==> src/rtl/sdr_rd_pkg.sv <==
package sdr_rd_pkg;
  // {cs_n, ras_n, cas_n, we_n}
  typedef enum logic [3:0] {
    CMD_NOP = 4'b0111,
    CMD_ACT = 4'b0011,
    CMD_RD  = 4'b0101,
    CMD_PRE = 4'b0010
  } sdr_cmd_e;

  function automatic int ceil_div(input int num, input int den);
    return (num + den - 1) / den;
  endfunction

  function automatic int max2(input int a, input int b);
    return (a > b) ? a : b;
  endfunction
endpackage

==> src/rtl/sdr_col_map.sv <==
// Places a column address on the multiplexed bus, skipping bit 10
// which is reserved for the auto-precharge flag.
module sdr_col_map #(
  parameter int COL_W  = 11,
  parameter int ADDR_W = 13
) (
  input  logic [COL_W-1:0]  col,
  output logic [ADDR_W-1:0] addr
);
  for (genvar i = 0; i < ADDR_W; i++) begin : g_bit
    if (i < 10 && i < COL_W) begin : g_low
      assign addr[i] = col[i];
    end else if (i > 10 && (i - 1) < COL_W) begin : g_high
      assign addr[i] = col[i-1];
    end else begin : g_zero
      assign addr[i] = 1'b0;
    end
  end
endmodule

==> src/rtl/sdr_rd_capture.sv <==
// Delays the READ marker by the CAS latency and samples the data bus.
module sdr_rd_capture #(
  parameter int CAS_LAT = 2,
  parameter int DQ_W    = 8
) (
  input  logic            clk,
  input  logic            rst_n,
  input  logic            rd_on_bus,
  input  logic [DQ_W-1:0] dq,
  output logic [DQ_W-1:0] data,
  output logic            valid
);
  logic [CAS_LAT-1:0] slot;

  always_ff @(posedge clk or negedge rst_n) begin
    if (!rst_n) slot[0] <= 1'b0;
    else        slot[0] <= rd_on_bus;
  end

  for (genvar s = 1; s < CAS_LAT; s++) begin : g_stage
    always_ff @(posedge clk or negedge rst_n) begin
      if (!rst_n) slot[s] <= 1'b0;
      else        slot[s] <= slot[s-1];
    end
  end

  always_ff @(posedge clk or negedge rst_n) begin
    if (!rst_n) begin
      valid <= 1'b0;
      data  <= '0;
    end else begin
      valid <= slot[CAS_LAT-1];
      if (slot[CAS_LAT-1]) data <= dq;
    end
  end
endmodule

==> src/rtl/sdr_single_read.sv <==
module sdr_single_read
  import sdr_rd_pkg::*;
#(
  parameter int TCK_PS   = 8000,
  parameter int TRCD_PS  = 15000,
  parameter int TRAS_PS  = 37000,
  parameter int TRP_PS   = 15000,
  parameter int TRC_PS   = 60000,
  parameter int CAS_LAT  = 2,
  parameter int BANK_W   = 2,
  parameter int ROW_W    = 13,
  parameter int COL_W    = 11,
  parameter int ADDR_W   = 13,
  parameter int DQ_W     = 8,
  parameter bit PRE_ALL  = 1'b0
) (
  input  logic              clk,
  input  logic              rst_n,
  input  logic              req_valid,
  output logic              req_ready,
  input  logic [BANK_W-1:0] req_bank,
  input  logic [ROW_W-1:0]  req_row,
  input  logic [COL_W-1:0]  req_col,
  output logic              sd_cke,
  output logic              sd_cs_n,
  output logic              sd_ras_n,
  output logic              sd_cas_n,
  output logic              sd_we_n,
  output logic [BANK_W-1:0] sd_ba,
  output logic [ADDR_W-1:0] sd_addr,
  output logic              sd_dqm,
  input  logic [DQ_W-1:0]   sd_dq,
  output logic [DQ_W-1:0]   rd_data,
  output logic              rd_valid
);
  localparam int RCD_C   = ceil_div(TRCD_PS, TCK_PS);
  localparam int RAS_C   = ceil_div(TRAS_PS, TCK_PS);
  localparam int RP_C    = ceil_div(TRP_PS, TCK_PS);
  localparam int RC_C    = ceil_div(TRC_PS, TCK_PS);
  localparam int RD_AT   = max2(RCD_C, 1);
  localparam int PRE_AT  = max2(RAS_C, RD_AT + 1);
  localparam int NEXT_AT = max2(RC_C, PRE_AT + RP_C);
  localparam int CNT_W   = $clog2(NEXT_AT + 1);

  logic              busy;
  logic [CNT_W-1:0]  cnt;
  logic [CNT_W-1:0]  cnt_nx;
  logic              last;
  logic              accept;
  logic [BANK_W-1:0] bank_q;
  logic [COL_W-1:0]  col_q;
  logic [ADDR_W-1:0] col_bus;
  sdr_cmd_e          cmd_n, cmd_q;
  logic [BANK_W-1:0] ba_n;
  logic [ADDR_W-1:0] addr_n;

  assign last      = busy && (cnt == CNT_W'(NEXT_AT - 1));
  assign req_ready = !busy || last;
  assign accept    = req_valid && req_ready;
  assign cnt_nx    = cnt + 1'b1;

  sdr_col_map #(.COL_W(COL_W), .ADDR_W(ADDR_W)) u_col_map (
    .col  (col_q),
    .addr (col_bus)
  );

  // Command for the next cycle, chosen from the offset since ACTIVE.
  always_comb begin
    cmd_n  = CMD_NOP;
    ba_n   = '0;
    addr_n = '0;
    if (accept) begin
      cmd_n  = CMD_ACT;
      ba_n   = req_bank;
      addr_n = ADDR_W'(req_row);
    end else if (busy && !last) begin
      if (cnt_nx == CNT_W'(RD_AT)) begin
        cmd_n  = CMD_RD;
        ba_n   = bank_q;
        addr_n = col_bus;
      end else if (cnt_nx == CNT_W'(PRE_AT)) begin
        cmd_n      = CMD_PRE;
        ba_n       = bank_q;
        addr_n[10] = PRE_ALL;
      end
    end
  end

  always_ff @(posedge clk or negedge rst_n) begin
    if (!rst_n) begin
      busy   <= 1'b0;
      cnt    <= '0;
      bank_q <= '0;
      col_q  <= '0;
    end else if (accept) begin
      busy   <= 1'b1;
      cnt    <= '0;
      bank_q <= req_bank;
      col_q  <= req_col;
    end else if (busy) begin
      busy <= !last;
      cnt  <= cnt_nx;
    end
  end

  always_ff @(posedge clk or negedge rst_n) begin
    if (!rst_n) begin
      cmd_q   <= CMD_NOP;
      sd_ba   <= '0;
      sd_addr <= '0;
      sd_dqm  <= 1'b1;
    end else begin
      cmd_q   <= cmd_n;
      sd_ba   <= ba_n;
      sd_addr <= addr_n;
      sd_dqm  <= (cmd_n != CMD_RD);
    end
  end

  assign {sd_cs_n, sd_ras_n, sd_cas_n, sd_we_n} = cmd_q;
  assign sd_cke = 1'b1;

  sdr_rd_capture #(.CAS_LAT(CAS_LAT), .DQ_W(DQ_W)) u_capture (
    .clk       (clk),
    .rst_n     (rst_n),
    .rd_on_bus (cmd_q == CMD_RD),
    .dq        (sd_dq),
    .data      (rd_data),
    .valid     (rd_valid)
  );
endmodule

==> config.mk <==
export PLATFORM = sky130hd
export DESIGN_NAME = sdr_single_read
export DESIGN_NICKNAME = d
export VERILOG_FILES = /design/src/rtl/sdr_rd_pkg.sv /design/src/rtl/sdr_col_map.sv /design/src/rtl/sdr_rd_capture.sv /design/src/rtl/sdr_single_read.sv
export SDC_FILE = /design/constraint.sdc
export NUM_CORES = 1
export LEC_CHECK = 0
export ABC_AREA = 1
export BUFFER_PORTS_ARGS = -buffer_cell sky130_fd_sc_hd__buf_2
export CORE_MARGIN = 3
export CORE_UTILIZATION = 45
export CTS_CLUSTER_SIZE = 12
export DETAILED_ROUTE_END_ITERATION = 10
export PLACE_DENSITY = 0.76
export REMOVE_ABC_BUFFERS = 1
export SLEW_MARGIN = 10
export SYNTH_ARGS = -nofsm -noshare
export SYNTH_HDL_FRONTEND = slang
export SYNTH_HIERARCHICAL = 1
export SYNTH_SLANG_ARGS = --single-unit
==> constraint.sdc <==
create_clock -name clk -period 1.4 [get_ports clk]
set_input_delay 0.35 -clock clk [delete_from_list [all_inputs] [get_ports clk]]
set_output_delay 0.35 -clock clk [all_outputs]
set_load 0.01 [all_outputs]
; ---- After elaboration in Yosys (flattened, before gate mapping)
; Index checks and enable logic that the tools add are counted.
[classes]
n_addsub = 1
n_reduce_logical = 7
n_mux = 16
n_eq_ne = 5
[ops]
columns = cell, n
row1 = two-way mux 13 bit, 1
row2 = == test 4 x 3 -> 1 bit (second input constant), 3
row3 = two-way mux 12 bit, 1
row4 = two-way mux 4 bit, 3
row5 = two-way mux 10 bit, 1
row6 = two-way mux 3 bit, 3
row7 = two-way mux 2 bit, 4
row8 = adder 4 x 1 -> 4 bit (second input constant), 1
row9 = == test 4 x 2 -> 1 bit (second input constant), 1
row10 = inequality test 4 x 3 -> 1 bit (second input constant), 1
row11 = logical AND 1 bit, 3
row12 = two-way mux 1 bit, 3
row13 = zero test 1 bit, 2
row14 = nonzero test 2 bit, 1
row15 = logical OR 1 bit, 1
[totals]
ff_bits = 49
inputBits = 37
word_cells = 41
output_inout_bits = 31

; ---- Longest topological paths before layout
[logic_depth]
ltp_word = 7
depth_mapped = 8
mapped_depth_nobuf = 8

; ---- Hierarchy
; Netlist, hierarchy kept.
[modules_own_cells]
columns = mod, cells_per_inst, n_inst, area_each_um2, seq_area_each_um2
row1 = sdr_single_read, 182, 1, 1620.3, 930.9
row2 = sdr_rd_capture, 37, 1, 380.4, 275.3
row3 = sdr_col_map, 14, 1, 101.3, 0.0

; ---- Least setup slack after synthesis
; Ideal clock, no wire load.
[synth_timing]
path_type = register to register
startpoint = register cnt[0]
endpoint = register sd_addr[11]
arrival_ns = 1.412
path_slack_ns = -0.077
required_time_ns = 1.335
period_less_slack_ns = 1.477
stages_incl_launch_ff = 8
n_path_buf = 1
setup_ns = 0.065
cell_sequence = dfrtp_1 > ha_1 > nand2_2 > nor2_1 > nor2_2 > buf_2 > nand4_1 > nand2_1
[synth_between]
elab_chain_cells = 6
word_cells_on_any_way = 11
cone_classes = 1 x add/sub / 2 x eq/ne / 3 x mux / 5 x reduce/logical
[synth_rtl]
columns = element, line_no
row1 = from (decl), sdr_single_read.sv:46  ; logic [CNT_W-1:0] cnt;
row2 = from (signal assigned), sdr_single_read.sv:102  ; cnt <= cnt_nx;
row3 = branches (longest 5 deep; another with adder 4 x 1 -> 4 bit), n/a
row4 = two-way mux 13 bit *, sdr_single_read.sv:72  ; if (accept) begin
row5 = via addr_n[11], sdr_single_read.sv:55  ; logic [ADDR_W-1:0] addr_n;
row6 = to (signal assigned), sdr_single_read.sv:115  ; sd_addr <= addr_n;
row7 = to (decl), sdr_single_read.sv:30  ; output logic [ADDR_W-1:0] sd_addr,
; Mark *: on every way through the listed nets, which the timed path passes.
; A chain may end at the register's enable or synchronous reset.

; ---- Worst setup path after layout
[layout_timing]
startpoint = register cnt[1]
endpoint = output port req_ready
[layout_between]
elab_chain_cells = 3
[layout_rtl]
columns = element, line_no
row1 = == test 4 x 3 -> 1 bit, sdr_single_read.sv:57  ; assign last = busy && (cnt == CNT_W'(NEXT_AT - 1));
row2 = logical AND 1 bit, sdr_single_read.sv:57
row3 = logical OR 1 bit, sdr_single_read.sv:58  ; assign req_ready = !busy || last;
row4 = to (decl), sdr_single_read.sv:20  ; output logic req_ready,
; Every way passes these cells.

==> implementation parameters <==
Parameter                              Value

Logic synthesis
  Synthesized netlist cell count ... 233
  Multiplexer share of the synthesized area ... 0
  Synthesized-area fraction occupied by and/or/nand/nor cells ... 0.273
  Syn. warnings ... 6
  Main combinational cell family by area after synthesis ... simple AND/OR/NAND/NOR gates
  Register area share after synthesis ... 0.574
  Distinct cell type count of the synthesized netlist ... 21
  Complex-gate fraction of the synthesized area ... 0.0268
  Post-synthesis xor/xnor area fraction ... 0
  Flip-flop and latch count after synthesis ... 48
  Synth top area share ... 0.524
  Dominant cells by area after synthesis ... sky130_fd_sc_hd__dfrtp_1 52%, sky130_fd_sc_hd__nand2_1 19%, sky130_fd_sc_hd__buf_4 5.4%, sky130_fd_sc_hd__dfstp_2 5.0%, sky130_fd_sc_hd__nand4_1 4.8%
  Average cell area after synthesis ... 9.02 um2
  Synth area leader ... sky130_fd_sc_hd__dfrtp_1
  Adder-cell share of the synthesized area ... 0.0179
  Post-Synthesis Cell Area ... 2100 um2

Global route
  Initial antenna violation count ... 0
  Largest net degree at the start of global routing ... 49
  Aggregate global routing overflow ... 0
  Total global routing track utilization ... 0.169
  Wire length of the first global-routing pass ... 7070 um
  Vias in the first global route ... 1616

Floorplanning
  Y dimension of the die ... 74.3 um
  Core Area ... 4440 um2
  Die Area ... 5530 um2
  Row count ... 24
  Effective utilization at floorplan ... 0.473
  I/O pin cnt ... 68
  Horizontal extent of the die ... 74.3 um

Min path
  Class of the tightest hold or removal check ... input port to asynchronous set/reset pin

Placed design
  Port Buffer Count ... 65
  Number of placed instances, taps included ... 339
  Final weighted congestion in routability-driven placement ... 0.873
  Dpl ws ... -12.0 ps
  HPWL after detailed placement ... 2970 um

Pwr
  Sequential share of power ... 0.389
  Cell Pwr Density ... 2130 nW/um2
  Internal cell power ... 3.58 mW
  Fraction of power consumed by combinational cells ... 0.467
  Net Sw Frac ... 0.388
  Fraction of power consumed by the clock network ... 0.144
  Peak supply drop ... 0.000934 V
  Switching power ... 2.27 mW
  Static leakage power ... 1.53 nW

Layout
  Share of layout cells above drive strength 1 ... 0.392
  Signed area change from the synthesized netlist to the final layout ... 30.5%
  Antenna cell count ... 0
  Finished Layout Cells ... 358
  # nets final ... 345

Critical path
  WP data required ... 1050 ps
  Largest fanout on the critical path ... 3
  CP Class ... flip-flop to output port
  Endpoint arrival time on the critical path ... 1210 ps
  Element type at the critical path end ... output port
  CP startpoint kind ... flip-flop
  Worst reg2reg path depth ... 9

Run status
  Result of the run ... complete, but fails checks
  Violated checks ... setup timing

Detailed routing
  DR iter-0 viols ... 118
  DR WL/cell ... 12.7 um
  Number of vias per cell after detailed routing ... 4.71
  Count of TritonRoute iterations in the first routing pass ... 4
  Via count ... 1686
  Post-route DRC violation count ... 0
  Post-route antenna net violation count ... 0
  Total Routed Length ... 4560 um

Clock tree
  Number of sinks on the clock net ... 48
  Bufs on Longest Clock Path ... 2
  Number of H-tree branching levels ... 2
  Num CTS Buffers ... 5
  Worst skew pair latency ... 300 ps
  TritonCTS clock tree ... done
  Number of buffers inserted for hold repair after clock tree synthesis ... 0
  Clock slew at the register clock pins of the worst setup and hold paths ... 80 ps
  Root buffer cell ... sky130_fd_sc_hd__clkbuf_8

STA
  Maximum clock rate ... 0.643 GHz
  Part of the cycle the worst path needs ... 1.11
  RSZ-0062 raised after global routing ... yes
  Max Transition Viols Final ... 0
  Slack of the critical path ... -156 ps
  Final Hold Viols ... 0
  Final worst path period need ... 1560 ps
  Setup Viol. Count Final ... 24
  Clock tree skew after final layout ... 10.4 ps

Run
  Number of maximum-capacitance constraint violations ... 0
==> synthesized netlist by cell type <==
library cell,instances
sky130_fd_sc_hd__nand3_1,5
sky130_fd_sc_hd__or2_2,1
sky130_fd_sc_hd__inv_2,2
sky130_fd_sc_hd__buf_6,3
sky130_fd_sc_hd__a21oi_1,1
sky130_fd_sc_hd__nand2_4,1
sky130_fd_sc_hd__buf_2,4
sky130_fd_sc_hd__o21ai_0,7
sky130_fd_sc_hd__nand2_2,1
sky130_fd_sc_hd__nand4_1,16
sky130_fd_sc_hd__nor2_1,5
sky130_fd_sc_hd__ha_1,3
sky130_fd_sc_hd__conb_1,3
sky130_fd_sc_hd__clkinv_4,1
sky130_fd_sc_hd__dfrtp_1,44
sky130_fd_sc_hd__nor2_2,2
sky130_fd_sc_hd__nand2_1,105
sky130_fd_sc_hd__buf_4,15
sky130_fd_sc_hd__inv_1,9
sky130_fd_sc_hd__o21ai_4,1
sky130_fd_sc_hd__dfstp_2,4
==> worst max-delay path, cell delays in order, from the launching register on <==
cell                      delay [ps]
sky130_fd_sc_hd__dfrtp_1         410
sky130_fd_sc_hd__ha_4            170
sky130_fd_sc_hd__nand2_4          60
sky130_fd_sc_hd__o21ai_4         140
sky130_fd_sc_hd__buf_6           120
==> power by group through the flow <==
stage / Sequential, mW / Combinational (mW) / Clock (mW)
6_report: 2.28 / 2.73 / 0.842
5_1_grt: 2.34 / 3.06 / 0.945
4_1_cts: 2.27 / 2.27 / 0.867
2_1_floorplan: 2.41 / 1.04 / 0
3_3_place_gp: 2.25 / 2.09 / 0
3_5_place_dp: 2.28 / 2.13 / 0
==> final timing paths <==
kind,slack [ps],endpoint,from
worst max-delay path,-160,req_ready,cnt[1]
worst min-delay path,20,bank_q[1],rst_n
worst max register to register,-50,sd_addr[2],cnt[1]
worst min register to register,350,u_capture/slot[1],u_capture/slot[0]
max in group asynchronous,1110,sd_dqm,rst_n
min in group clk,240,col_q[5],req_col[5]
==> sequential cells by signal, indices dropped and copies added, names as in the netlist, 2 cells and up <==
signal and cells:
sd_ba 2, col_q 11, cmd_q 3, u_capture/data 8, cnt 4, sd_addr 13
bank_q 2, u_capture/slot 2
==> cell families after synthesis <==
| group | count (synthesis) |
|---|---|
| other | 3 |
| adder cells (fa/ha/maj) | 3 |
| AND/OR/NAND/NOR | 136 |
| buffers and inverters | 34 |
| flip-flops | 48 |
| AO/OA/AOI/OAI | 9 |
==> what timing repair did <==
item | CTS | global route
setup buffers | 2 | 5
resized for setup | 7 | 26
cloned | 1 | 3
pin swaps | 2 | 7
endpoints found under the setup margin | 4 | 35
==> cell type report <==
type / instances / area, um2
clock buffer: 6 / 82.6
tap: 52 / 65.1
multi-input combinational: 152 / 754
fill: 376 / 1700
inverter: 12 / 60.1
clock inverter: 2 / 15.0
timing repair buffer: 84 / 539
timing repair inverter: 2 / 20.0
sequential: 48 / 1210
==> per-layer routing <==
layer	wire, um	global-route usage	share of wire
met1	1920	0.207	0.42
met2	2160	0.279	0.47
met3	367	0.0581	0.081
met4	112	0.0593	0.025
met5	0	0	0
==> cell usage in the layout (no fill, tap or decap) <==
cell,count
sky130_fd_sc_hd__a21oi_2,1
sky130_fd_sc_hd__buf_12,2
sky130_fd_sc_hd__buf_2,64
sky130_fd_sc_hd__buf_4,10
sky130_fd_sc_hd__buf_6,7
sky130_fd_sc_hd__clkbuf_16,1
sky130_fd_sc_hd__clkbuf_8,6
sky130_fd_sc_hd__clkinv_8,1
sky130_fd_sc_hd__clkinvlp_4,2
sky130_fd_sc_hd__conb_1,4
sky130_fd_sc_hd__dfrtp_1,44
sky130_fd_sc_hd__dfstp_2,4
sky130_fd_sc_hd__ha_2,1
sky130_fd_sc_hd__ha_4,2
sky130_fd_sc_hd__inv_1,7
sky130_fd_sc_hd__inv_2,3
sky130_fd_sc_hd__inv_4,1
sky130_fd_sc_hd__inv_6,1
sky130_fd_sc_hd__inv_8,1
sky130_fd_sc_hd__nand2_1,100
sky130_fd_sc_hd__nand2_2,5
sky130_fd_sc_hd__nand2_4,1
sky130_fd_sc_hd__nand2_8,1
sky130_fd_sc_hd__nand3_1,4
sky130_fd_sc_hd__nand3_2,1
sky130_fd_sc_hd__nand4_1,16
sky130_fd_sc_hd__nor2_1,5
sky130_fd_sc_hd__nor2_2,1
sky130_fd_sc_hd__nor2_4,1
sky130_fd_sc_hd__o21ai_0,3
sky130_fd_sc_hd__o21ai_1,3
sky130_fd_sc_hd__o21ai_2,1
sky130_fd_sc_hd__o21ai_4,1
sky130_fd_sc_hd__or2_2,1
==> per-stage QoR <==
step	hold WS [ps]	setup TNS (ps)	util	instance area, um2	power [mW]
finish	16.8	-719	0.617	2740	5.85
detailed placement	335	-22.8	0.547	2430	4.41
CTS	25.5	-308	0.584	2590	5.42
global placement	336	0	0.547	2430	4.34
global route	22.5	-2890	0.617	2740	6.34
floorplan	54.4	-1170	-	1940	3.45
Note: power is estimated with default switching activity, not from simulation.
